[src/rtl/dma_req_pkg.sv]
// Package: shared state encoding and status phase codes for the DMA request
// controller. Assumes nothing beyond IEEE 1800-2017 enums.
package dma_req_pkg;

    typedef enum logic [2:0] {
        S_IDLE = 3'd0,   // nothing outstanding
        S_REQ  = 3'd1,   // request raised, waiting for an arbitration period
        S_ARB  = 3'd2,   // driving the level during arbitration
        S_WAIT = 3'd3,   // outranked, waiting for the period to end
        S_OWN  = 3'd4,   // won, request released, waiting for the strobe
        S_XFER = 3'd5,   // strobe active, word moving
        S_GAP  = 3'd6    // baseline mode: waiting for the cycle to end
    } req_state_t;

    localparam logic [1:0] PH_IDLE = 2'd0;
    localparam logic [1:0] PH_REQ  = 2'd1;
    localparam logic [1:0] PH_ARB  = 2'd2;
    localparam logic [1:0] PH_SEL  = 2'd3;

endpackage

[src/rtl/dma_arb_cmp.sv]
// Module: priority comparator for the arbitration bus.
// Compares the resolved bus value with the card's own level, MSB first.
// A lower numeric value has higher priority. Purely combinational.
module dma_arb_cmp #(
    parameter int LW = 4
) (
    input  logic [LW-1:0] level,
    input  logic [LW-1:0] bus_val,
    output logic          outranked,
    output logic          matched
);

    logic [LW:0]   eq_chain;
    logic [LW-1:0] lt_bit;

    assign eq_chain[LW] = 1'b1;

    // Per-bit ripple: equality of all higher bits, and a lower bus bit here.
    for (genvar i = LW - 1; i >= 0; i--) begin : g_bit
        assign eq_chain[i] = eq_chain[i+1] & (level[i] == bus_val[i]);
        assign lt_bit[i]   = eq_chain[i+1] & level[i] & ~bus_val[i];
    end

    assign outranked = |lt_bit;
    assign matched   = eq_chain[0];

endmodule

[src/rtl/dma_word_count.sv]
// Module: outstanding-word counter.
// Loaded at start, decremented when a word's strobe ends, cleared on abort.
// Assumes a decrement never arrives while the count is zero.
module dma_word_count #(
    parameter int CW = 8
) (
    input  logic          clk,
    input  logic          rst_n,
    input  logic          load,
    input  logic [CW-1:0] load_val,
    input  logic          dec,
    input  logic          clear,
    output logic [CW-1:0] remaining,
    output logic          is_last,
    output logic          is_busy
);

    localparam logic [CW-1:0] ONE = CW'(1);

    // Count register: clear has priority, then load, then decrement.
    always_ff @(posedge clk) begin
        if (!rst_n || clear) begin
            remaining <= '0;
        end else if (load) begin
            remaining <= load_val;
        end else if (dec && remaining != '0) begin
            remaining <= remaining - ONE;
        end
    end

    assign is_last = (remaining == ONE);
    assign is_busy = (remaining != '0);

endmodule

[src/rtl/dma_word_path.sv]
// Module: single-word holding register between host bus and card port.
// One register serves both directions: it is loaded from the card port when
// arbitration is won (card to host) or from the host bus when the strobe
// starts (host to card). Pop and push are one-cycle registered pulses.
module dma_word_path #(
    parameter int DW = 16
) (
    input  logic          clk,
    input  logic          rst_n,
    input  logic          load_rd,
    input  logic [DW-1:0] dp_rdata,
    input  logic          cap_wr,
    input  logic [DW-1:0] bus_din,
    output logic [DW-1:0] hold_q,
    output logic          dp_pop,
    output logic          dp_push
);

    // Holding register: takes whichever side supplies the word this cycle.
    always_ff @(posedge clk) begin
        if (!rst_n) begin
            hold_q <= '0;
        end else if (load_rd) begin
            hold_q <= dp_rdata;
        end else if (cap_wr) begin
            hold_q <= bus_din;
        end
    end

    // Port strobes: one cycle after the capture that caused them.
    always_ff @(posedge clk) begin
        if (!rst_n) begin
            dp_pop  <= 1'b0;
            dp_push <= 1'b0;
        end else begin
            dp_pop  <= load_rd;
            dp_push <= cap_wr;
        end
    end

endmodule

[src/rtl/dma_single_req.sv]
// Module: single-word bus-master DMA request controller (top).
// Raises a request per word, arbitrates with a latched level, releases the
// request at the first grant clock after winning, and keeps the firmware
// busy bit set until the word's strobe has ended. Bus inputs are assumed to
// be synchronous to clk. Outputs are decoded from registered state only.
module dma_single_req
    import dma_req_pkg::*;
#(
    parameter int DW = 16,
    parameter int LW = 4,
    parameter int CW = 8
) (
    input  logic          clk,
    input  logic          rst_n,
    input  logic [LW-1:0] cfg_level,
    input  logic          cfg_dir,
    input  logic          cfg_early,
    input  logic [CW-1:0] cfg_count,
    input  logic          fw_start,
    input  logic          fw_abort,
    output logic          req_busy,
    output logic          req_done,
    output logic [1:0]    req_phase,
    input  logic          arb_phase,
    input  logic [LW-1:0] arb_in,
    output logic [LW-1:0] arb_out,
    output logic          arb_oe,
    output logic          bus_req,
    output logic          burst_req,
    input  logic          dma_sel,
    input  logic          cmd,
    input  logic [DW-1:0] bus_din,
    output logic [DW-1:0] bus_dout,
    output logic          bus_doe,
    input  logic [DW-1:0] dp_rdata,
    output logic          dp_pop,
    output logic [DW-1:0] dp_wdata,
    output logic          dp_push
);

    req_state_t    state_q, state_d;
    logic [LW-1:0] level_q;
    logic          dir_q;
    logic          early_q;
    logic          done_q;
    logic          outranked, matched;
    logic          cnt_last, cnt_busy;
    logic [CW-1:0] cnt_remaining;
    logic [DW-1:0] hold_q;
    logic          start_ok, win, sel_hit, word_end;

    // Event decode from registered state and sampled inputs.
    assign start_ok = fw_start && !fw_abort && (state_q == S_IDLE) && (cfg_count != '0);
    assign win      = (state_q == S_ARB) && !arb_phase && matched;
    assign sel_hit  = (state_q == S_OWN) && cmd && dma_sel;
    assign word_end = (state_q == S_XFER) && !cmd;

    dma_arb_cmp #(.LW(LW)) u_cmp (
        .level     (level_q),
        .bus_val   (arb_in),
        .outranked (outranked),
        .matched   (matched)
    );

    dma_word_count #(.CW(CW)) u_cnt (
        .clk       (clk),
        .rst_n     (rst_n),
        .load      (start_ok),
        .load_val  (cfg_count),
        .dec       (word_end),
        .clear     (fw_abort),
        .remaining (cnt_remaining),
        .is_last   (cnt_last),
        .is_busy   (cnt_busy)
    );

    dma_word_path #(.DW(DW)) u_path (
        .clk      (clk),
        .rst_n    (rst_n),
        .load_rd  (win && !dir_q),
        .dp_rdata (dp_rdata),
        .cap_wr   (sel_hit && dir_q),
        .bus_din  (bus_din),
        .hold_q   (hold_q),
        .dp_pop   (dp_pop),
        .dp_push  (dp_push)
    );

    // Configuration latch: captured once per accepted start.
    always_ff @(posedge clk) begin
        if (!rst_n) begin
            level_q <= '0;
            dir_q   <= 1'b0;
            early_q <= 1'b0;
        end else if (start_ok) begin
            level_q <= cfg_level;
            dir_q   <= cfg_dir;
            early_q <= cfg_early;
        end
    end

    // Next-state logic for the per-word request sequence.
    always_comb begin
        state_d = state_q;
        unique case (state_q)
            S_IDLE: if (start_ok) state_d = S_REQ;
            S_REQ:  if (arb_phase) state_d = S_ARB;
            S_ARB: begin
                if (!arb_phase)     state_d = matched ? S_OWN : S_REQ;
                else if (outranked) state_d = S_WAIT;
            end
            S_WAIT: if (!arb_phase) state_d = S_REQ;
            S_OWN:  if (cmd && dma_sel) state_d = S_XFER;
            S_XFER: begin
                if (!cmd) begin
                    if (cnt_last)     state_d = S_IDLE;
                    else if (early_q) state_d = S_REQ;
                    else              state_d = S_GAP;
                end
            end
            S_GAP:  if (arb_phase) state_d = S_REQ;
            default: state_d = S_IDLE;
        endcase
        if (fw_abort) state_d = S_IDLE;
    end

    // State register.
    always_ff @(posedge clk) begin
        if (!rst_n) state_q <= S_IDLE;
        else        state_q <= state_d;
    end

    // Sticky completion flag: set by the last word, cleared by start or abort.
    always_ff @(posedge clk) begin
        if (!rst_n || fw_abort || start_ok) done_q <= 1'b0;
        else if (word_end && cnt_last)      done_q <= 1'b1;
    end

    // Output decode from registered state.
    always_comb begin
        bus_req = (state_q == S_REQ) || (state_q == S_ARB) || (state_q == S_WAIT);
        arb_oe  = (state_q == S_ARB);
        arb_out = arb_oe ? level_q : '0;
        bus_doe = (state_q == S_XFER) && !dir_q;
        unique case (state_q)
            S_IDLE:                req_phase = PH_IDLE;
            S_ARB:                 req_phase = PH_ARB;
            S_OWN, S_XFER:         req_phase = PH_SEL;
            default:               req_phase = PH_REQ;
        endcase
    end

    assign burst_req = 1'b0;
    assign bus_dout  = hold_q;
    assign dp_wdata  = hold_q;
    assign req_busy  = cnt_busy;
    assign req_done  = done_q;

endmodule

[config.mk]
export PLATFORM = sky130hd
export DESIGN_NAME = dma_single_req
export DESIGN_NICKNAME = d
export VERILOG_FILES = /design/src/rtl/dma_req_pkg.sv /design/src/rtl/dma_arb_cmp.sv /design/src/rtl/dma_word_count.sv /design/src/rtl/dma_word_path.sv /design/src/rtl/dma_single_req.sv
export SDC_FILE = /design/constraint.sdc
export NUM_CORES = 1
export LEC_CHECK = 0
export BUFFER_PORTS_ARGS = -buffer_cell sky130_fd_sc_hd__buf_2
export CORE_MARGIN = 5
export CORE_UTILIZATION = 40
export DETAILED_ROUTE_END_ITERATION = 8
export PLACE_DENSITY = 0.71
export SYNTH_ARGS = -nofsm -noshare
export SYNTH_HDL_FRONTEND = slang
export SYNTH_SLANG_ARGS = --single-unit
[constraint.sdc]
create_clock -name clk -period 3.4 [get_ports clk]
set_input_delay 0.34 -clock clk [delete_from_list [all_inputs] [get_ports clk]]
set_output_delay 0.34 -clock clk [all_outputs]
set_load 0.01 [all_outputs]
==> summary.txt <==
Route
  – Iter 0 DRT Violations: 135
  – Antenna Violating Nets Remaining: 0
  – DRC viols: 0
  – Vias per cell: between 5 and 6
  – Post-Route WL: around 6000 um
  – First-pass DRT Iterations: 4
  – Via count: 2171
  – Routed len/inst: 14.55 um

Setup path
  – CP max stage delay: 640 ps
  – Cell Chain, Critical Path: or3b_4 -> or4_4 -> or3_1 -> nor2_1 -> a311oi_2
  – Critical path launch point type: flop
  – CP Capture Type: flop
  – CP max-delay cell: or3_1
  – CP Max Fanout: 17
  – Arrival time at the worst endpoint: approximately 2700 ps
  – Worst setup path class: flop to flop
  – Crit path required time: between 3000 and 4000 ps

Cells and area
  – Multi-input combinational cell area: ~1200 um2
  – Post-layout util: 51.50%
  – Ant diodes: 0
  – Area delta synth->final: 23.56%
  – Fill cells: slightly above 500
  – Register Area: 720.7 um2
  – Nets: between 400 and 500
  – Share of layout cells above drive strength 1: about 35%

Placement
  – GPL Wtd Cong: around 0.9
  – Dpl ws: about 880 ps
  – Port bufs: 101
  – HPWL Detailed: 4706 um

Pwr
  – Pwr dens: 335.1 nW/um2
  – P_leak: between 1 and 1.5 nW
  – Max IR drop VDD: 0.0002003 V

Clocking
  – Clk sinks: 36
  – CTS tree: done
  – Clk_lat worst skew: 300 ps
  – Post-CTS resize count: 0
  – Hold_buf cts: 0
  – Post-CTS setup buffers: 0
  – CTS Buf Count: 5
  – CTS clock-pin slew for the worst setup and hold paths: about 80 ps
  – Max clock buf depth: 2
  – Clk Tree Root Cell: clkbuf_8
  – H-tree levels: 2

Yosys
  – Post-Syn Area: 2156 um2
  – FF+latch count, synth: 36
  – EDFF count, synth: 0
  – Asr flop ratio synth: 0%
  – Syn_nets: 323
  – Synth warn: 0
  – Netlist cell types: 49
  – Post-synthesis cell count: 263
  – Synth Area per Inst: approximately 8.2 um2
  – Register area share after synthesis: 33.43%
  – Top FF cell, synth: dfxtp_1

Floorplan
  – Ports: about 100
  – Row count: 26
  – Starting density of the core: 41.68%
  – Die height: around 83 um
  – Die area: between 6000 and 7000 um2
  – Die X-Extent: 83.42 um
  – Core Region: 5172 um2

Timing
  – Final Setup Violations: 0
  – Relative slew slack: 48.54%
  – Final WS setup: between 800 and 900 ps
  – Fin crit share: between 70 and 80%
  – RSZ-0062 raised after global routing: no
  – TNS Setup: 0 ps
  – Max Slew Vio Count: 0
  – FMAX: 0.3937 GHz
  – Min cycle time layout: about 2500 ps
  – Fin Clk Skew: 7.098 ps
  – Worst-margin pin slew: between 700 and 800 ps
  – Final Hold Viols: 0

Worst hold path
  – Worst min-delay path class: input pin to flop

GRT
  – Largest net degree at the start of global routing: 27
  – Grt ovf: 0
  – Vias in the first global route: about 2.1k
  – Global-route wire length before repair: between 9000 and 10000 um
  – GRT Util Overall: between 15 and 20%
  – Initial antenna violation count: 0

Run
  – Max_cap viols: 0

Status
  – Status: complete, no violations
==> per-stage QoR <==
| step | power, mW | hold slack (ps) | instance area (um2) | instances |
|---|---|---|---|---|
| after detailed placement | 0.5930 | 481.2 | 2576 | 406 |
| after global placement | 0.5904 | 473.4 | 2576 | 406 |
| final | 0.8926 | 297.7 | 2664 | 414 |
| after global routing | 0.9398 | 298.3 | 2664 | 414 |
| after floorplan | 0.5319 | 455.7 | 2156 | 263 |
| after CTS | 0.8965 | 296.4 | 2664 | 414 |
==> layer usage <==
metal,GRT usage [%],vias to the layer above,wire [um]
met5,0,-,0
met4,7.018,0,142
met3,3.960,13,327
met2,28.57,73,2985
met1,21.29,996,2569
li1,-,1089,-
==> state kept, by name, summed over array words and instances, names as in the netlist <==
register / cells
dir_q: 1
early_q: 1
level_q: 4
req_done: 1
state_q: 3
u_cnt.remaining: 8
u_path.dp_pop: 1
u_path.dp_push: 1
u_path.hold_q: 16
==> synth_stat cells, types with 2 or more instances <==
| cell | number | area share [%] |
|---|---|---|
| nand3_1 | 19 | 4.4 |
| a21boi_0 | 17 | 5.9 |
| dfxtp_1 | 36 | 33 |
| nand2_1 | 20 | 3.5 |
| inv_1 | 12 | 2.1 |
| o21ai_0 | 6 | 1.4 |
| nand3b_1 | 2 | 0.70 |
| a21oi_1 | 13 | 3.0 |
| clkbuf_1 | 8 | 1.4 |
| o211ai_1 | 2 | 0.70 |
| a22oi_1 | 15 | 5.2 |
| a211oi_1 | 2 | 0.70 |
| and2_1 | 6 | 1.7 |
| nand2b_1 | 5 | 1.5 |
| nor2_1 | 13 | 2.3 |
| a31oi_1 | 4 | 1.2 |
| nor2b_1 | 10 | 2.9 |
| nand4_1 | 2 | 0.58 |
| buf_6 | 2 | 1.0 |
| xnor2_1 | 2 | 0.81 |
| nor3_1 | 8 | 1.9 |
| or3_1 | 4 | 1.2 |
| buf_4 | 17 | 5.9 |
| a311oi_1 | 3 | 1.2 |
| nor4_1 | 3 | 0.87 |
| buf_1 | 2 | 0.35 |
| ha_1 | 3 | 1.7 |
| mux2i_1 | 6 | 2.8 |
==> area by class of cell <==
type / instances / area share (%)
clock inverters: 3 / 0.7046
clock buffers: 5 / 2.583
inverters: 12 / 1.691
repair buffers: 103 / 19.54
well taps: 70 / 3.288
multi-input cells: 185 / 45.14
flip-flops and latches: 36 / 27.05
==> where the power goes <==
part | internal, mW | switching (mW)
registers | 0.430 | 0.0118
clock network | 0.143 | 0.166
logic | 0.0672 | 0.0750
total | 0.640 | 0.252
==> final timing paths <==
kind | start | endpoint | slack, ps | cells after the start
setup reg to reg | state_q[1]$_SDFFE_PP0P_ | u_path.hold_q[0]$_SDFFE_PN0P_ | 860 | 5
hold / removal | cfg_level[2] | level_q[2]$_SDFFE_PN0P_ | 300 | 3
hold reg to reg | level_q[3]$_SDFFE_PN0P_ | level_q[3]$_SDFFE_PN0P_ | 490 | 2
setup / recovery | state_q[1]$_SDFFE_PP0P_ | u_path.hold_q[0]$_SDFFE_PN0P_ | 860 | 5
==> layout by cell type, fill, tap and decap left out, types with 6 or more instances in the layout <==
cell type,instances
buf_2,101
dfxtp_1,36
nand2_1,20
nand3_1,19
a21boi_0,17
a22oi_1,15
a21oi_1,13
nor2_1,13
inv_1,12
nor2b_1,10
nor3_1,7
and2_1,6
mux2i_1,6
o21ai_0,6
==> worst max-delay path: cells and delay by family (launching register included) <==
kind,cells,cell delay [ps]
AO/OA/AOI/OAI,1,60
AND/OR/NAND/NOR,4,1860
flip-flops,1,480
==> cell families after synthesis <==
logic type	after synthesis	share of synthesized area, %
simple gates	100	25.07
flops	36	33.43
xor+xnor	2	0.8127
other cells	1	0.1739
buf+inv	42	11.03
fa+ha+maj	3	1.741
compound gates	72	24.43
mux	7	3.308
No activity file was read; power rests on OpenSTA's default activity.
